--- config.mk ---
export PLATFORM = sky130hd
export DESIGN_NAME = pcm_decim48
export DESIGN_NICKNAME = d
export VERILOG_FILES = /design/src/rtl/pcm_decim_pkg.sv /design/src/rtl/phase_tick.sv /design/src/rtl/cic_decim.sv /design/src/rtl/fir_sym.sv /design/src/rtl/pcm_decim48.sv
export SDC_FILE = /design/constraint.sdc
export NUM_CORES = 2
export LEC_CHECK = 0
export BUFFER_PORTS_ARGS = -buffer_cell sky130_fd_sc_hd__clkbuf_2
export CAP_MARGIN = 20
export CORE_MARGIN = 2
export CORE_UTILIZATION = 53
export DETAILED_ROUTE_END_ITERATION = 12
export PLACE_DENSITY = 0.75
export SYNTH_ARGS = -nofsm -noshare
export SYNTH_HDL_FRONTEND = slang
export SYNTH_SLANG_ARGS = --single-unit
--- constraint.sdc ---
create_clock -name clk -period 8.2 [get_ports clk]
set_clock_uncertainty 0.1 [all_clocks]
set_input_delay 0 -clock clk [delete_from_list [all_inputs] [get_ports clk]]
set_output_delay 0 -clock clk [all_outputs]
set_load 0.005 [all_outputs]
--- src/rtl/pcm_decim_pkg.sv ---
package pcm_decim_pkg;

  // Band-shaping FIR: odd length, symmetric, coefficients sum to 2**COEF_SH.
  localparam int FIR_TAPS = 7;
  localparam int COEF_SH  = 5;

  function automatic int fir_coef(input int idx);
    case (idx)
      0, 6:    return -1;
      2, 4:    return 9;
      3:       return 16;
      default: return 0;
    endcase
  endfunction

endpackage

--- src/rtl/phase_tick.sv ---
// Fractional-rate strobe: adds STEP per clock modulo MODULUS and pulses on each wrap.
module phase_tick #(
  parameter int unsigned STEP    = 48000,
  parameter int unsigned MODULUS = 24576000
) (
  input  logic clk,
  input  logic rst,
  output logic tick
);
  localparam int AW = $clog2(MODULUS) + 1;
  localparam int LO = MODULUS / STEP;
  localparam int HI = (MODULUS + STEP - 1) / STEP;
  localparam int GW = $clog2(HI + 1) + 1;

  logic [AW-1:0] acc;
  logic [AW-1:0] sum;

  assign sum = acc + AW'(STEP);

  always_ff @(posedge clk) begin
    if (rst) begin
      acc  <= '0;
      tick <= 1'b0;
    end else if (sum >= AW'(MODULUS)) begin
      acc  <= sum - AW'(MODULUS);
      tick <= 1'b1;
    end else begin
      acc  <= sum;
      tick <= 1'b0;
    end
  end

  // Spacing monitor for the assertions below.
  logic [GW-1:0] gap;
  logic          seen;

  always_ff @(posedge clk) begin
    if (rst) begin
      gap  <= '0;
      seen <= 1'b0;
    end else if (tick) begin
      gap  <= '0;
      seen <= 1'b1;
    end else if (gap != '1) begin
      gap <= gap + 1'b1;
    end
  end

  // pulses come floor or ceil of MODULUS/STEP clocks apart
  a_r1_r2_tick_spacing: assert property (@(posedge clk) disable iff (rst)
    (tick && seen) |-> (gap == GW'(LO - 1) || gap == GW'(HI - 1)));

  generate
    if (2 * STEP <= MODULUS) begin : g_single
      // a pulse never lasts two cycles
      a_r1_one_cycle_tick: assert property (@(posedge clk) disable iff (rst)
        tick |=> !tick);
    end
  endgenerate

endmodule

--- src/rtl/cic_decim.sv ---
// Zero-order-hold upsample into an N-stage CIC; combs sampled on each dump strobe.
module cic_decim #(
  parameter int IN_W = 16,
  parameter int N    = 3,
  parameter int RLOG = 9
) (
  input  logic                   clk,
  input  logic                   rst,
  input  logic                   smp_en,
  input  logic signed [IN_W-1:0] din,
  input  logic                   dump,
  output logic signed [IN_W-1:0] dout,
  output logic                   dout_vld
);
  localparam int GROW = N * RLOG;
  localparam int W    = IN_W + GROW;

  logic signed [IN_W-1:0] hold;
  logic signed [W-1:0]    integ [N];
  logic signed [W-1:0]    dly   [N];
  logic signed [W-1:0]    diff  [N+1];

  always_ff @(posedge clk) begin
    if (rst)         hold <= '0;
    else if (smp_en) hold <= din;
  end

  generate
    for (genvar k = 0; k < N; k++) begin : g_stage
      if (k == 0) begin : g_first
        always_ff @(posedge clk) begin
          if (rst) integ[k] <= '0;
          else     integ[k] <= integ[k] + {{GROW{hold[IN_W-1]}}, hold};
        end
      end else begin : g_rest
        always_ff @(posedge clk) begin
          if (rst) integ[k] <= '0;
          else     integ[k] <= integ[k] + integ[k-1];
        end
      end

      assign diff[k+1] = diff[k] - dly[k];

      always_ff @(posedge clk) begin
        if (rst)       dly[k] <= '0;
        else if (dump) dly[k] <= diff[k];
      end
    end
  endgenerate

  assign diff[0] = integ[N-1];

  always_ff @(posedge clk) begin
    if (rst) begin
      dout     <= '0;
      dout_vld <= 1'b0;
    end else begin
      dout_vld <= dump;
      if (dump) dout <= IN_W'(diff[N] >>> GROW);
    end
  end

  // the held sample only moves on an accepted strobe
  a_r9_hold_kept: assert property (@(posedge clk) disable iff (rst)
    !smp_en |=> $stable(hold));

endmodule

--- src/rtl/fir_sym.sv ---
// Symmetric FIR with pre-added tap pairs, rounding, saturation and a fill gate.
module fir_sym
  import pcm_decim_pkg::*;
#(
  parameter int IN_W  = 16,
  parameter int OUT_W = 20,
  parameter int FILL  = 10
) (
  input  logic                    clk,
  input  logic                    rst,
  input  logic                    din_vld,
  input  logic signed [IN_W-1:0]  din,
  output logic signed [OUT_W-1:0] dout,
  output logic                    dout_vld
);
  localparam int T   = FIR_TAPS;
  localparam int H   = T / 2;
  localparam int AW  = IN_W + OUT_W;
  localparam int SH  = COEF_SH - (OUT_W - IN_W);
  localparam int LSH = (SH < 0) ? -SH : 0;
  localparam int CW  = $clog2(FILL + 1);
  localparam logic signed [AW-1:0] HI_L = (AW'(1) <<< (OUT_W - 1)) - AW'(1);
  localparam logic signed [AW-1:0] LO_L = -HI_L - AW'(1);

  logic signed [IN_W-1:0] line [T];
  logic signed [AW-1:0]   part [H+1];
  logic signed [AW-1:0]   acc;
  logic signed [AW-1:0]   rnd;
  logic                   calc_go;
  logic [CW-1:0]          cnt;
  logic                   full;

  always_ff @(posedge clk) begin
    if (rst) begin
      for (int i = 0; i < T; i++) line[i] <= '0;
    end else if (din_vld) begin
      line[0] <= din;
      for (int i = 1; i < T; i++) line[i] <= line[i-1];
    end
  end

  generate
    for (genvar i = 0; i < H; i++) begin : g_pair
      assign part[i] = (AW'(line[i]) + AW'(line[T-1-i])) * AW'(fir_coef(i));
    end
  endgenerate
  assign part[H] = AW'(line[H]) * AW'(fir_coef(H));

  always_comb begin
    acc = '0;
    for (int i = 0; i <= H; i++) acc = acc + part[i];
  end

  generate
    if (SH > 0) begin : g_round
      assign rnd = (acc + (AW'(1) <<< (SH - 1))) >>> SH;
    end else begin : g_widen
      assign rnd = acc <<< LSH;
    end
  endgenerate

  assign full = (cnt == CW'(FILL));

  always_ff @(posedge clk) begin
    if (rst) begin
      cnt      <= '0;
      calc_go  <= 1'b0;
      dout     <= '0;
      dout_vld <= 1'b0;
    end else begin
      calc_go  <= din_vld;
      dout_vld <= calc_go && full;
      if (din_vld && !full) cnt <= cnt + 1'b1;
      if (calc_go && full) begin
        if (rnd > HI_L)      dout <= OUT_W'(HI_L);
        else if (rnd < LO_L) dout <= OUT_W'(LO_L);
        else                 dout <= OUT_W'(rnd);
      end
    end
  end

  // an out-of-range result lands on the matching rail
  a_r6_clip_high: assert property (@(posedge clk) disable iff (rst)
    (calc_go && full && rnd > HI_L) |=> (dout == OUT_W'(HI_L)));
  a_r6_clip_low: assert property (@(posedge clk) disable iff (rst)
    (calc_go && full && rnd < LO_L) |=> (dout == OUT_W'(LO_L)));

endmodule

--- src/rtl/pcm_decim48.sv ---
module pcm_decim48
  import pcm_decim_pkg::*;
#(
  parameter int IN_W   = 16,
  parameter int OUT_W  = 20,
  parameter int CLK_HZ = 24576000,
  parameter int SRC_HZ = 3579545,
  parameter int OUT_HZ = 48000,
  parameter int CIC_N  = 3
) (
  input  logic                    clk,
  input  logic                    rst,
  output logic                    src_tick,
  input  logic                    in_valid,
  input  logic signed [IN_W-1:0]  in_left,
  input  logic signed [IN_W-1:0]  in_right,
  output logic                    out_valid,
  output logic signed [OUT_W-1:0] out_left,
  output logic signed [OUT_W-1:0] out_right
);
  localparam int RATIO = CLK_HZ / OUT_HZ;
  localparam int RLOG  = $clog2(RATIO);
  localparam int FILL  = CIC_N + FIR_TAPS;
  localparam int NCH   = 2;

  logic dump;
  logic signed [IN_W-1:0]  ch_in   [NCH];
  logic signed [IN_W-1:0]  cic_out [NCH];
  logic                    cic_vld [NCH];
  logic signed [OUT_W-1:0] fir_out [NCH];
  logic                    fir_vld [NCH];

  phase_tick #(.STEP(SRC_HZ), .MODULUS(CLK_HZ)) u_src_rate (
    .clk(clk), .rst(rst), .tick(src_tick)
  );

  phase_tick #(.STEP(OUT_HZ), .MODULUS(CLK_HZ)) u_out_rate (
    .clk(clk), .rst(rst), .tick(dump)
  );

  assign ch_in[0] = in_left;
  assign ch_in[1] = in_right;

  generate
    for (genvar c = 0; c < NCH; c++) begin : g_ch
      cic_decim #(.IN_W(IN_W), .N(CIC_N), .RLOG(RLOG)) u_cic (
        .clk(clk), .rst(rst), .smp_en(in_valid), .din(ch_in[c]),
        .dump(dump), .dout(cic_out[c]), .dout_vld(cic_vld[c])
      );
      fir_sym #(.IN_W(IN_W), .OUT_W(OUT_W), .FILL(FILL)) u_fir (
        .clk(clk), .rst(rst), .din_vld(cic_vld[c]), .din(cic_out[c]),
        .dout(fir_out[c]), .dout_vld(fir_vld[c])
      );
    end
  endgenerate

  assign out_left  = fir_out[0];
  assign out_right = fir_out[1];
  assign out_valid = fir_vld[0] & fir_vld[1];

  // no valid output in the first cycle after reset
  a_r3_quiet_after_reset: assert property (@(posedge clk) disable iff (rst)
    $past(rst) |-> !out_valid);

endmodule

==> tab_implementation.tex <==
\begin{tabular}{lr}
\hline
Metric & Value \\
\hline
\multicolumn{2}{l}{\textbf{Floorplanning}} \\
\quad Total die area & 0.121 mm² \\
\quad Area inside the core boundary & 0.118 mm² \\
\quad Standard-cell row count & 126 \\
\quad Height of the die & 348 µm \\
\quad Horiz. Die Dim & 348 µm \\
\quad Starting density of the core & 0.534 \\
\quad Number of ports placed on the die boundary & 77 \\
\multicolumn{2}{l}{\textbf{CTS}} \\
\quad Clock Path Buffers & 3 \\
\quad Clock Latency Late Sink & 0.70 ns \\
\quad Clock sink total & 903 \\
\quad Clock transition at the registers of the reported paths & 0.06 ns \\
\quad H-tree lvl count & 3 \\
\quad Number of buffers added by the clock tree synthesis step & 100 \\
\quad Cell at the root of the clock tree & clkbuf\_16 \\
\quad TritonCTS clock tree & yes \\
\multicolumn{2}{l}{\textbf{Routing}} \\
\quad First-pass iteration count of the detailed router & 5 \\
\quad Post-Route WL & 128000 µm \\
\quad Count of routing violations after the opening detailed-route iteration & 2799 \\
\quad Total via count in the routed design & 47000 \\
\quad Antenna violation net count after detailed routing & 0 \\
\quad Drt drc & 0 \\
\quad Routed wire per std cell & 14.9 µm \\
\quad Average vias per placed instance & 5.49 \\
\multicolumn{2}{l}{\textbf{Flow run}} \\
\quad Max-Cap Viols & 0 \\
\multicolumn{2}{l}{\textbf{Placement}} \\
\quad Global placer's final weighted congestion & 0.882 \\
\quad Post-detailed-placement half-perimeter wirelength & 93800 µm \\
\quad Placed instance area & 0.0648 mm² \\
\quad Count of buffers inserted at the top-level ports & 76 \\
\multicolumn{2}{l}{\textbf{Global routing}} \\
\quad Global-route track usage on met2 & 0.359 \\
\quad Global-route wire length before repair & 214000 µm \\
\quad Pin count of the biggest net entering global routing & 131 \\
\quad Total routing usage reported by global routing & 0.207 \\
\quad Initial antenna violation count & 1 \\
\quad Met3 track demand over resource in global routing & 0.0228 \\
\quad GR Layer Usage met1 & 0.271 \\
\quad Total global routing overflow & 0 \\
\quad Via count of the first global-routing pass & 45300 \\
\quad Global route hottest layer & met2 \\
\multicolumn{2}{l}{\textbf{Critical path}} \\
\quad Worst Path Class, Setup & reg -> reg \\
\quad Buffers and inverters on the worst path & 5 \\
\quad Critical path peak fanout & 19 \\
\quad Critical Path End Type & flop \\
\quad Worst endpoint data arrival time & 8.16 ns \\
\quad Delay of the slowest cell on the worst path & 0.55 ns \\
\quad CP Launch Type & flop \\
\quad Critical path's top delay family & compound AO/OA/AOI/OAI gates \\
\quad Critical-path top delay cell & or4\_1 \\
\quad Data required time of the critical path & 8.68 ns \\
\quad Most used cell along the critical path & a21oi\_1 \\
\multicolumn{2}{l}{\textbf{Synth}} \\
\quad Part of the Yosys area used for sequential elements & 0.364 \\
\quad Total nets after synthesis & 7605 \\
\quad Number of flops mapped to enable cells by yosys & 482 \\
\quad Seq cells post-synth & 903 \\
\quad Number of distinct library cells after synthesis & 92 \\
\quad Mean area per synthesized cell & 9.26 µm² \\
\quad Top\_reg\_cell synth & edfxtp\_1 \\
\quad Post-synthesis cell area & 0.0628 mm² \\
\quad Number of standard cells after synthesis & 6789 \\
\quad Number of synthesis warnings & 0 \\
\quad Async set or reset register ratio after synthesis & 0 \\
\multicolumn{2}{l}{\textbf{STA}} \\
\quad Minimum clock period after layout & 7.68 ns \\
\quad Max Freq & 130 MHz \\
\quad Number of endpoints with negative hold slack in the final report & 0 \\
\quad Worst slew pin tran & 1.07 ns \\
\quad Total negative slack & 0 ns \\
\quad Tcrit/Tclk final & 0.936 \\
\quad Unrepaired setup endpoints after global routing & no \\
\quad Fin. max-slew vios & 0 \\
\quad Relative slew slack & 0.288 \\
\quad Final-report setup violation count & 0 \\
\multicolumn{2}{l}{\textbf{Final layout}} \\
\quad Antenna cell count & 0 \\
\quad Net total in the final layout & 7745 \\
\quad Area overhead of the layout relative to synthesis & 10.2\% \\
\quad Number of fill cells in the layout & 9892 \\
\quad Area of the multi-input gates & 0.0371 mm² \\
\quad Combined flip-flop and latch cell area & 0.0229 mm² \\
\quad Fraction of layout instances using a drive strength above 1 & 0.0510 \\
\quad Cell area after layout & 0.0693 mm² \\
\multicolumn{2}{l}{\textbf{Min path}} \\
\quad Type of the most critical hold path & in -> reg \\
\multicolumn{2}{l}{\textbf{Power and ir drop}} \\
\quad Lkg Pwr & 0.0314 µW \\
\quad Worst IR drop on VDD & 0.000239 V \\
\quad Total power divided by cell area & 350 mW/mm² \\
\multicolumn{2}{l}{\textbf{Status}} \\
\quad Result of the run & finished clean \\
\hline
\end{tabular}
synthesized netlist by cell type, types with 11 or more instances:
library cell	instances	area, µm²
a211o_1	18	158
a211oi_1	54	405
a21boi_0	20	150
a21o_1	299	2240
a21oi_1	536	2680
a31oi_1	58	363
and2_1	456	2850
and3_1	62	388
and4_1	14	123
buf_1	13	48.8
clkbuf_1	145	544
dfxtp_1	421	8430
edfxtp_1	482	14500
fa_1	86	1720
ha_1	695	8700
inv_1	609	2290
mux2i_1	66	661
nand2_1	349	1310
nand2b_1	97	607
nand3_1	105	526
nand4_1	55	344
nor2_1	553	2080
nor2b_1	129	807
nor3_1	94	470
nor3b_1	12	90.1
nor4_1	21	131
o2111ai_1	11	96.3
o211ai_1	28	210
o21a_1	63	473
o21ai_0	324	1620
o21ai_1	14	70.1
o21bai_1	82	616
o31ai_1	24	180
or2_2	26	163
or3_1	27	169
xnor2_1	326	2860
xor2_1	195	1710
stage by stage:
step	hold slack, ns	total power (µW)	utilization	std cells	setup slack (ns)
after CTS	0.195	24300	0.588	8551	0.255
after floorplan	0.0472	16600	-	6789	1.04
after global placement	0.133	19000	0.550	8266	0.452
after detailed placement	0.143	19400	0.550	8266	0.301
final	0.220	24300	0.588	8552	0.523
after global routing	0.268	26300	0.588	8552	0.00243
power by group:
| group | internal (µW) | total (µW) | switching (µW) | leakage (µW) |
|---|---|---|---|---|
| Combinational | 6010 | 14000 | 7960 | 0.0212 |
| Clock | 2840 | 4730 | 1890 | 0.00171 |
| Sequential | 5190 | 5570 | 381 | 0.00842 |
| Total | 14000 | 24300 | 10200 | 0.0314 |
layout by cell type (no fill, tap or decap), types with 24 or more instances in the layout:
cell type	instances
a211oi_1	54
a21o_1	299
a21oi_1	536
a31oi_1	58
and2_1	456
and3_1	62
buf_4	30
clkbuf_16	108
clkbuf_2	76
dfxtp_1	421
dlygate4sd3_1	96
edfxtp_1	482
fa_1	86
ha_1	695
inv_1	606
mux2i_1	66
nand2_1	349
nand2b_1	97
nand3_1	105
nand4_1	55
nor2_1	553
nor2b_1	128
nor3_1	94
o211ai_1	28
o21a_1	63
o21ai_0	323
o21bai_1	82
o31ai_1	24
or2_2	25
or3_1	27
xnor2_1	326
xor2_1	195
final cells by class:
type,count,area share
Clock buffer,132,0.0413
Clock inverter,57,0.00917
Inverter,609,0.0332
Multi-Input combinational cell,5113,0.535
Sequential cell,903,0.331
Tap cell,1536,0.0277
Timing Repair Buffer,202,0.0228
worst reg2reg max path, delay by kind of cell, from the launching register on:
kind	cells	cell delay, ns
compound gates	19	3.65
xor+xnor	1	0.09
fa+ha+maj	6	2.21
buf+inv	5	0.36
flops	1	0.42
simple gates	3	0.75
registers in the layout (all words and copies together) (netlist names):
register / count
g_ch.u_cic.dly: 258
g_ch.u_cic.dout: 32
g_ch.u_cic.dout_vld: 1
g_ch.u_cic.hold: 32
g_ch.u_cic.integ: 258
g_ch.u_fir.calc_go: 1
g_ch.u_fir.cnt: 8
g_ch.u_fir.dout: 40
g_ch.u_fir.dout_vld: 2
g_ch.u_fir.line: 224
u_out_rate.acc: 19
u_out_rate.tick: 1
u_src_rate.acc: 26
u_src_rate.tick: 1
final timing paths:
path / from / end / slack (ns) / cells after the start
hold reg to reg: g_ch[1].u_cic.dout[8] / g_ch[1].u_cic.dout[8] / 0.36 / 2
setup reg to reg: g_ch[0].u_fir.line[0][1] / g_ch[0].u_fir.dout[1] / 0.52 / 34
hold / removal: rst / u_out_rate.acc[7] / 0.22 / 3
setup / recovery: g_ch[0].u_fir.line[0][1] / g_ch[0].u_fir.dout[1] / 0.52 / 34
layer usage:
metal	routed length, µm	share of wire	vias to the layer above
met5	0	0	-
met1	60200	0.47	21800
met4	3250	0.025	0
met3	3960	0.031	216
li1	-	-	24200
met2	60200	0.47	705
kinds of logic after synthesis:
kind of cell             Yosys count  share of synthesized area
AND/OR/NAND/NOR                 2032                      0.164
AO/OA/AOI/OAI                   1703                      0.174
flip-flops                       903                      0.364
adder cells (fa/ha/maj)          781                      0.166
buffers and inverters            773                     0.0466
XOR/XNOR                         522                     0.0730
multiplexers                      75                     0.0121
what timing repair did:
action	4_1_cts	5_1_grt
hold buffers	96	0
gates resized for setup	0	11
hold endpoints to repair	108	0
buffers inserted	0	1
endpoints found under the setup margin	0	45
Note: power is estimated with default switching activity, not from simulation.
